## src/rtl/irq_sense_pkg.sv

```systemverilog
package irq_sense_pkg;
  localparam int CH_N   = 8;
  localparam int LVL_N  = 4;
  localparam int CODE_W = 2;
  localparam int DATA_W = CH_N;
  localparam int ADDR_W = 2;
  localparam int IDX_W  = $clog2(CH_N);

  localparam logic [ADDR_W-1:0] ADDR_SENSE = 2'd0;
  localparam logic [ADDR_W-1:0] ADDR_MASK  = 2'd1;
  localparam logic [ADDR_W-1:0] ADDR_FLAG  = 2'd2;

  typedef enum logic [CODE_W-1:0] {
    SENSE_LOW  = 2'b00,
    SENSE_RSVD = 2'b01,
    SENSE_FALL = 2'b10,
    SENSE_RISE = 2'b11
  } sense_e;

  typedef struct packed {
    logic            wrSense;
    logic            wrMask;
    logic            wrFlag;
    logic [CH_N-1:0] ackClr;
  } strobe_t;
endpackage

```

## src/rtl/irq_pin_sync.sv

```systemverilog
module irq_pin_sync #(
  parameter int   WIDTH     = 8,
  parameter int   STAGES    = 2,
  parameter logic RESET_VAL = 1'b1
) (
  input  logic             clk,
  input  logic             rstN,
  input  logic [WIDTH-1:0] din,
  output logic [WIDTH-1:0] dout
);
  logic [WIDTH-1:0] stageQ [STAGES];

  generate
    for (genvar s = 0; s < STAGES; s++) begin : g_stage
      logic [WIDTH-1:0] stageIn;
      if (s == 0) begin : g_first
        assign stageIn = din;
      end else begin : g_next
        assign stageIn = stageQ[s-1];
      end
      always_ff @(posedge clk or negedge rstN) begin
        if (!rstN) stageQ[s] <= {WIDTH{RESET_VAL}};
        else       stageQ[s] <= stageIn;
      end
    end
  endgenerate

  assign dout = stageQ[STAGES-1];
endmodule

```

## src/rtl/irq_sense_dp.sv

```systemverilog
module irq_sense_dp
  import irq_sense_pkg::*;
#(
  parameter int SYNC_STAGES = 2
) (
  input  logic              clk,
  input  logic              rstN,
  input  logic              gie,
  input  logic [CH_N-1:0]   pinIn,
  input  strobe_t           strobe,
  input  logic [ADDR_W-1:0] addr,
  input  logic [DATA_W-1:0] wrData,
  output logic [DATA_W-1:0] rdData,
  output logic [CH_N-1:0]   reqVec
);
  localparam int EDGE_N  = CH_N - LVL_N;
  localparam int SENSE_W = CODE_W * EDGE_N;

  logic [CH_N-1:0]    curPin, prevPin;
  logic [SENSE_W-1:0] senseReg;
  logic [CH_N-1:0]    maskReg;
  logic [CH_N-1:0]    flagReg, flagNext;
  logic [CH_N-1:0]    edgeVec, setEv, rawReq;

  irq_pin_sync #(.WIDTH(CH_N), .STAGES(SYNC_STAGES), .RESET_VAL(1'b1)) u_sync (
    .clk (clk),
    .rstN(rstN),
    .din (pinIn),
    .dout(curPin)
  );

  always_ff @(posedge clk or negedge rstN) begin
    if (!rstN) prevPin <= '1;
    else       prevPin <= curPin;
  end

  always_ff @(posedge clk or negedge rstN) begin
    if (!rstN) begin
      senseReg <= '0;
      maskReg  <= '0;
    end else begin
      if (strobe.wrSense) senseReg <= wrData[SENSE_W-1:0];
      if (strobe.wrMask)  maskReg  <= wrData;
    end
  end

  generate
    for (genvar ch = 0; ch < CH_N; ch++) begin : g_ch
      if (ch < LVL_N) begin : g_level
        assign edgeVec[ch]  = 1'b0;
        assign setEv[ch]    = 1'b0;
        assign flagNext[ch] = 1'b0;
        assign rawReq[ch]   = ~curPin[ch];
      end else begin : g_cfg
        localparam int BASE = CODE_W * (ch - LVL_N);
        sense_e code;
        logic   clrHit;
        assign code        = sense_e'(senseReg[BASE +: CODE_W]);
        assign edgeVec[ch] = (code == SENSE_FALL) || (code == SENSE_RISE);
        assign setEv[ch]   = ((code == SENSE_FALL) && prevPin[ch] && !curPin[ch]) ||
                             ((code == SENSE_RISE) && !prevPin[ch] && curPin[ch]);
        assign clrHit      = (strobe.wrFlag && wrData[ch]) || strobe.ackClr[ch];
        always_comb begin
          if (!edgeVec[ch])    flagNext[ch] = 1'b0;
          else if (setEv[ch])  flagNext[ch] = 1'b1;
          else if (clrHit)     flagNext[ch] = 1'b0;
          else                 flagNext[ch] = flagReg[ch];
        end
        always_comb begin
          case (code)
            SENSE_LOW:  rawReq[ch] = ~curPin[ch];
            SENSE_FALL,
            SENSE_RISE: rawReq[ch] = flagReg[ch];
            default:    rawReq[ch] = 1'b0;
          endcase
        end
      end
    end
  endgenerate

  always_ff @(posedge clk or negedge rstN) begin
    if (!rstN) flagReg <= '0;
    else       flagReg <= flagNext;
  end

  assign reqVec = rawReq & maskReg & {CH_N{gie}};

  always_comb begin
    case (addr)
      ADDR_SENSE: rdData = DATA_W'(senseReg);
      ADDR_MASK:  rdData = maskReg;
      ADDR_FLAG:  rdData = flagReg & edgeVec;
      default:    rdData = '0;
    endcase
  end

  // nothing leaves the datapath while the global enable is low
  assert_gie_gate_R9: assert property (@(posedge clk) disable iff (!rstN)
    !gie |-> (reqVec == '0));

  // a channel outside edge mode has no flag one cycle later
  assert_flag_zero_level_R8: assert property (@(posedge clk) disable iff (!rstN)
    (|(~edgeVec)) |=> ((flagReg & ~$past(edgeVec)) == '0));

  // write-one-to-clear takes effect unless an edge lands on that bit
  assert_w1c_clears_R6: assert property (@(posedge clk) disable iff (!rstN)
    strobe.wrFlag |=> ((flagReg & $past(wrData & ~setEv)) == '0));

  // an acknowledged flag is cleared unless an edge lands on it
  assert_ack_clears_R7: assert property (@(posedge clk) disable iff (!rstN)
    (|(strobe.ackClr & ~setEv)) |=> ((flagReg & $past(strobe.ackClr & ~setEv)) == '0));

  // a detected edge always leaves its flag set, whatever clear arrives
  assert_edge_sets_R5: assert property (@(posedge clk) disable iff (!rstN)
    (|setEv) |=> ((flagReg & $past(setEv)) == $past(setEv)));
endmodule

```

## src/rtl/irq_sense_ctl.sv

```systemverilog
module irq_sense_ctl
  import irq_sense_pkg::*;
(
  input  logic              clk,
  input  logic              rstN,
  input  logic              wrEn,
  input  logic [ADDR_W-1:0] addr,
  input  logic              irqAck,
  input  logic [CH_N-1:0]   reqVec,
  output strobe_t           strobe,
  output logic              irqValid,
  output logic [IDX_W-1:0]  irqIndex
);
  always_comb begin
    irqValid = 1'b0;
    irqIndex = '0;
    for (int i = CH_N - 1; i >= 0; i--) begin
      if (reqVec[i]) begin
        irqValid = 1'b1;
        irqIndex = IDX_W'(i);
      end
    end
  end

  always_comb begin
    strobe.wrSense = wrEn && (addr == ADDR_SENSE);
    strobe.wrMask  = wrEn && (addr == ADDR_MASK);
    strobe.wrFlag  = wrEn && (addr == ADDR_FLAG);
    strobe.ackClr  = (irqAck && irqValid) ? (CH_N'(1) << irqIndex) : '0;
  end

  // the presented channel requests and no lower channel does
  assert_lowest_wins_R10: assert property (@(posedge clk) disable iff (!rstN)
    irqValid |-> (reqVec[irqIndex] &&
                  ((reqVec & ((CH_N'(1) << irqIndex) - CH_N'(1))) == '0)));

  // no valid without a request, and no request without valid
  assert_valid_tracks_req_R10: assert property (@(posedge clk) disable iff (!rstN)
    !irqValid |-> (reqVec == '0));

  // an acknowledge touches at most one channel
  assert_ack_onehot_R7: assert property (@(posedge clk) disable iff (!rstN)
    $onehot0(strobe.ackClr));
endmodule

```

## src/rtl/irq_sense_ctrl.sv

```systemverilog
module irq_sense_ctrl
  import irq_sense_pkg::*;
#(
  parameter int SYNC_STAGES = 2
) (
  input  logic        clk,
  input  logic        rstN,
  input  logic        gie,
  input  logic [7:0]  pinIn,
  input  logic        wrEn,
  input  logic [1:0]  addr,
  input  logic [7:0]  wrData,
  output logic [7:0]  rdData,
  input  logic        irqAck,
  output logic        irqValid,
  output logic [2:0]  irqIndex
);
  strobe_t         strobe;
  logic [CH_N-1:0] reqVec;

  irq_sense_ctl u_ctl (
    .clk     (clk),
    .rstN    (rstN),
    .wrEn    (wrEn),
    .addr    (addr),
    .irqAck  (irqAck),
    .reqVec  (reqVec),
    .strobe  (strobe),
    .irqValid(irqValid),
    .irqIndex(irqIndex)
  );

  irq_sense_dp #(.SYNC_STAGES(SYNC_STAGES)) u_dp (
    .clk   (clk),
    .rstN  (rstN),
    .gie   (gie),
    .pinIn (pinIn),
    .strobe(strobe),
    .addr  (addr),
    .wrData(wrData),
    .rdData(rdData),
    .reqVec(reqVec)
  );
endmodule

```

## config.mk

```make
export PLATFORM = sky130hd
export DESIGN_NAME = irq_sense_ctrl
export DESIGN_NICKNAME = d
export VERILOG_FILES = /design/src/rtl/irq_sense_pkg.sv /design/src/rtl/irq_pin_sync.sv /design/src/rtl/irq_sense_dp.sv /design/src/rtl/irq_sense_ctl.sv /design/src/rtl/irq_sense_ctrl.sv
export SDC_FILE = /design/constraint.sdc
export NUM_CORES = 1
export LEC_CHECK = 0
export ABC_CLOCK_PERIOD_IN_PS = 2400
export CAP_MARGIN = 30
export CORE_ASPECT_RATIO = 0.6
export CORE_MARGIN = 3
export CORE_UTILIZATION = 35
export CTS_CLUSTER_SIZE = 28
export DETAILED_ROUTE_END_ITERATION = 6
export SLEW_MARGIN = 20
export SYNTH_ARGS = -nofsm -noshare
export SYNTH_HDL_FRONTEND = slang
export SYNTH_SLANG_ARGS = --single-unit
```

## constraint.sdc

```tcl
create_clock -name clk -period 2.4 [get_ports clk]
set_input_delay 0.6 -clock clk [delete_from_list [all_inputs] [get_ports clk]]
set_output_delay 0.6 -clock clk [all_outputs]
set_load 0.02 [all_outputs]
```

[Word level (Yosys, flattened, before mapping)]
Cells that the tools add are included.
Word-level totals
  register bits after elaboration: 44
  bits in latches: 0
  memory bits (writable): 0
  ROM bits: 0
  bits of input ports: 23
  output and inout bits: 12
  word-level logic and storage cells: 122
  memories: 0
Cells by class
  add/subtract/negate cells: 0
  $mul: 0
  div/mod/pow operators: 0
  order comparisons: 0
  equality and inequality tests: 14
  shifts and indexed selects: 1
  muxes and demuxes: 34
  bitwise logic cells: 11
  reduce and logical (&&, ||, !) cells: 53
Operator list (count)
  $and A8 B8 Y8: 3
  $logic_and A1 B1 Y1: 24
  $mux W3: 8
  $pmux W8 S3: 1
  $mux W1: 20
  $eq A2 B2 Y1 const B: 9
  $logic_or A1 B1 Y1: 12
  $ne A3 B3 Y1 const B: 4
  $logic_not A2 Y1: 5
  $logic_not A1 Y1: 8
  $mux W8: 1
  $not A1 Y1: 8
  $pmux W1 S2: 4
  $reduce_or A2 Y1: 4
  $shl A1 B3 Y8 const A: 1
  $eq A2 B1 Y1 const B: 1

[Longest topological paths before layout]
  depth in word-level cells: 19
  gate-level depth with buffers: 6
  gate-level depth less buffers: 5

[Cells and area by module]
Synthesis repeated with hierarchy kept, for this count alone.
Unflattened totals
  cells, all modules: 152
  area total of the unflattened synthesis: 1913.1 µm²
Modules (own cells, without submodules)
  irq_sense_dp: instances 1, cells an instance 104, area an instance 1277.5 µm², sequential area each 605.6 µm²
  irq_pin_sync: instances 1, cells an instance 16, area an instance 420.4 µm², sequential area each 420.4 µm²
  irq_sense_ctl: instances 1, cells an instance 32, area an instance 215.2 µm², sequential area each 0.0 µm²

[Worst setup path before layout]
No wires, ideal clock.
  path type: flip-flop to output port
  start point: reg u_dp.u_sync.stageQ (netlist bit u_dp.u_sync.dout[1])
  end point: out irqIndex[2]
  arrival: 1.598 ns
  required time: 1.800 ns
  path slack: 0.202 ns
  stages on the path, launching flop included: 4
  path buffers: 0
  path through: dfstp_2 and2b_4 o41ai_2 a21boi_0
Between the ends
  cells in the longest elaborated chain, start to end: 5
Ends and longest elaborated chain
  from (decl): RTL line irq_pin_sync.sv:11  | logic [WIDTH-1:0] stageQ [STAGES];
  from (signal, indexed assignment): RTL line irq_pin_sync.sv:22  | if (!rstN) stageQ[s] <= {WIDTH{RESET_VAL}};
  from (signal, indexed assignment): RTL line irq_pin_sync.sv:23  | else stageQ[s] <= stageIn;
  $not A1 Y1: RTL line irq_sense_dp.sv:53  | assign rawReq[ch] = ~curPin[ch];
  $and A8 B8 Y8 (2 in series): RTL line irq_sense_dp.sv:86  | assign reqVec = rawReq & maskReg & {CH_N{gie}};
  $mux W3 (2 in series): RTL line irq_sense_ctl.sv:18  | if (reqVec[i]) begin
  to (decl): RTL line irq_sense_ctrl.sv:16  | output logic [2:0] irqIndex
Every way passes these cells.

[Worst setup path after layout]
  start point: in gie
  end point: out irqIndex[1]
Between the ends
  cells in the longest elaborated chain, start to end: 9
Ends and longest elaborated chain
  from (decl): RTL line irq_sense_ctrl.sv:8  | input logic gie,
  $and A8 B8 Y8 *: RTL line irq_sense_dp.sv:86
  $mux W3 (7 in series): RTL line irq_sense_ctl.sv:18
  $mux W3 *: RTL line irq_sense_ctl.sv:18
Every way passes the cells marked *; elsewhere a longest branch is shown, timed or not.

==> results.py <==
metrics = {
    "global_route": {
        "grtUsageTotal": 0.174,
        "grt_pass1_wl_mm": 7.93,
        "grt-ovfl-total": 0,
        "antenna_found_initial": 0,
        "grt_max_degree": 21,
        "grt_pass1_vias": 1565,
    },
    "critical_path": {
        "worstSetupStartpoint": "gie",
        "startpoint_type": "input pin",
        "cpPeakStageDelay_ns": 0.33,
        "r2r_slack_ns": 0.39,
        "r2r_cells": 8,
        "cp_slowest_cell": "clkdlybuf4s15_1",
        "arrival_ns": 1.83,
        "crit_end": "irqIndex[1]",
        "path_cells": "clkdlybuf4s15_1 > o211ai_1 > nor2b_2 > nand2b_4 > a21oi_2 > buf_4",
        "cp_max_fo": 6,
        "r2r-end": "u_dp.flagReg[6]",
        "r2r_start": "u_dp.u_sync.dout[1]",
        "worstSetupPathType": "in2out",
        "required_ns": 1.80,
        "end_kind": "output pin",
    },
    "logic_synthesis": {
        "synth.largest_area_cell": "dfstp_2",
        "synth.area.mux_share": 0.128,
        "syn_area_um2": 1790,
        "synthCells": 154,
        "synth-adder-area-share": 0,
        "ys_types": 34,
        "synth-xor-area-share": 0,
        "synth_top_family_by_area": "simple AND/OR/NAND/NOR gates",
        "yosys.area_share.simple": 0.151,
        "ys_seq_area_frac": 0.572,
        "yosysWarnings": 0,
        "ys_ff_latch": 40,
        "syn-num-nets": 177,
        "synthTopCellsByArea": "dfstp_2 29%, dfrtp_1 28%, mux2_2 10%",
        "avgSynthCellArea_um2": 11.6,
        "synth_compound_area_frac": 0.136,
        "synth_top_area_frac": 0.293,
    },
    "route": {
        "vias": 1469,
        "drt-initial-drc-count": 59,
        "drtAntennaViolNets": 0,
        "met2_length_mm": 2.15,
        "route.met3.wl_um": 258,
        "vias_per_cell": 4.95,
        "drtPass1Iterations": 6,
        "drc": 0,
        "met1Wirelength_mm": 2.35,
        "drt-total-wl_mm": 4.79,
        "wl_per_cell_um": 16.1,
        "highest_layer": "met4",
    },
    "finish": {
        "drive_gt1_frac": 0.504,
        "post-route-util": 0.563,
        "layout_commonest_cell": "buf_4",
        "fillCellCount": 412,
        "diodes": 0,
        "most-common-layout-cells": "40 x buf_4, 22 x nand2_1, 20 x dfrtp_1, 20 x dfstp_2, 18 x clkdlybuf4s50_1",
        "nets": 256,
        "syn2layout_area_growth_pct": 49.2,
        "instances_no_fill": 297,
    },
    "sta": {
        "rsz0062_at_grt": "true",
        "slew_violations": 0,
        "setup_viol": 3,
        "whs_ns": 0.123,
        "period_minus_slack_ns": 2.43,
        "layout_setup_ws_ns": -0.0255,
        "tns_ns": -0.0473,
        "relSlewSlack": 0.768,
        "worstMarginPinSlew_ns": 0.345,
        "hold_viol": 0,
        "skew_ns": 0.00486,
        "fmax_mhz": 412,
        "finalCritPeriodShare": 1.01,
    },
    "place": {
        "post-place-ws_ns": -0.789,
        "place_congestion": 0.893,
        "port_buffers": 34,
        "post-dp-hpwl_mm": 3.66,
        "post-place-cells": 284,
    },
    "clock_tree": {
        "clk_latency_ns": 0.29,
        "clk_pin_slew_ns": 0.07,
        "cts_buffer_depth": 2,
        "cts.sinks": 40,
        "cts_buffers": 5,
        "cts-root-buf": "clkbuf_8",
        "htreeDepth": 2,
        "cts_tree": "built",
    },
    "floorplan": {
        "die_w_um": 98.4,
        "dieArea_um2": 6050,
        "io_pins": 35,
        "core_um2": 4750,
        "start_util": 0.377,
        "fp-row-count": 19,
        "die_h_um": 61.4,
    },
    "outcome": {
        "outcome": "finished, violations left",
        "failed_checks": "setup timing",
    },
    "run": {
        "max-cap-violations": 0,
    },
    "min_path": {
        "hp-class": "in2async",
    },
    "power_and_ir_drop": {
        "power_leakage_nw": 1.18,
        "vdd_ir_drop_max_uv": 423,
        "power.density_nw_per_um2": 754,
    },
}
==> layout make-up <==
| class | count | area, µm² | share of cell area |
|---|---|---|---|
| clock buffers | 7 | 96.3 | 0.0360 |
| clock inverters | 1 | 30.0 | 0.0112 |
| inverters | 1 | 3.75 | 0.00140 |
| multi-input cells | 110 | 823 | 0.308 |
| flip-flops and latches | 40 | 1030 | 0.384 |
| well taps | 63 | 78.8 | 0.0295 |
| repair buffers | 75 | 617 | 0.231 |
==> cell usage after synthesis <==
master	instances
nand2_1	23
dfrtp_1	20
dfstp_2	20
mux2_2	16
nor2_1	12
o21ai_0	9
nor2b_1	7
a21oi_1	6
mux2i_1	5
nand3_1	3
o21a_1	3
or3_1	3
a21boi_0	2
a21oi_2	2
and2_1	2
buf_2	2
o211ai_1	2
a211o_1	1
a21o_1	1
a221oi_4	1
a22o_1	1
a2bb2oi_1	1
and2b_4	1
buf_4	1
inv_1	1
nand2b_1	1
nand3b_1	1
nor3_1	1
nor3b_2	1
nor4b_1	1
o2111ai_1	1
o21ai_1	1
o31a_1	1
o41ai_2	1
==> repair_timing <==
item | in CTS | in global routing
pin swaps | 3 | 6
endpoints found under the setup margin | 12 | 10
gates cloned | 0 | 0
buffers inserted | 4 | 1
hold buffers | 0 | 0
resized for setup | 59 | 20
==> power by group <==
group	total [mW]	internal [mW]	leakage (nW)	switching (mW)
Sequential	0.828	0.775	0.452	0.0530
Clock	0.599	0.367	0.0645	0.232
Combinational	0.589	0.307	0.667	0.282
Total	2.02	1.45	1.18	0.567
==> sequential cells by signal, summed over array words and instances (netlist names) <==
| register | cells |
|---|---|
| u_dp.prevPin | 4 |
| u_dp.senseReg | 8 |
| u_dp.flagReg | 4 |
| u_dp.u_sync.dout | 8 |
| u_dp.maskReg | 8 |
| u_dp.u_sync.g_stage.stageIn | 8 |
==> cells by family after synthesis <==
kind of cell,count (synthesis)
DFF,40
and+or+nand+nor,56
AOI/OAI and AO/OA,33
buffers and inverters,4
muxes,21
==> worst max-delay path: cells and delay by family <==
kind	cells	cell delay, ns
buffers and inverters	2	0.49
AOI/OAI and AO/OA	2	0.36
and+or+nand+nor	2	0.38
==> routing by layer <==
metal  vias to the layer above  track usage
met5                         -            0
met4                         0       0.0409
met3                         3       0.0475
met2                        38        0.287
met1                       725        0.232
li1                        703            -
==> per-stage QoR <==
stage               area [µm²]  power, mW
finish                    2680       2.02
detailed placement        2470       1.40
floorplan                 1790       1.10
global placement          2470       1.38
global route              2680       2.13
CTS                       2660       2.02
==> worst min path at each step <==
| stage | from | to | slack (ns) | cells after the start |
|---|---|---|---|---|
| 6_report | rstN | u_dp.senseReg[6] | 0.12 | 1 |
| 5_1_grt | rstN | u_dp.senseReg[6] | 0.11 | 1 |
| 4_1_cts | rstN | u_dp.senseReg[6] | 0.11 | 1 |
| 3_5_place_dp | u_dp.u_sync.g_stage[1].stageIn[1] | u_dp.u_sync.dout[1] | 0.35 | 0 |
| 3_3_place_gp | u_dp.u_sync.g_stage[1].stageIn[0] | u_dp.u_sync.dout[0] | 0.35 | 0 |
| 2_1_floorplan | rstN | u_dp.flagReg[4] | 0.30 | 0 |
(Power assumes the default switching activity.)
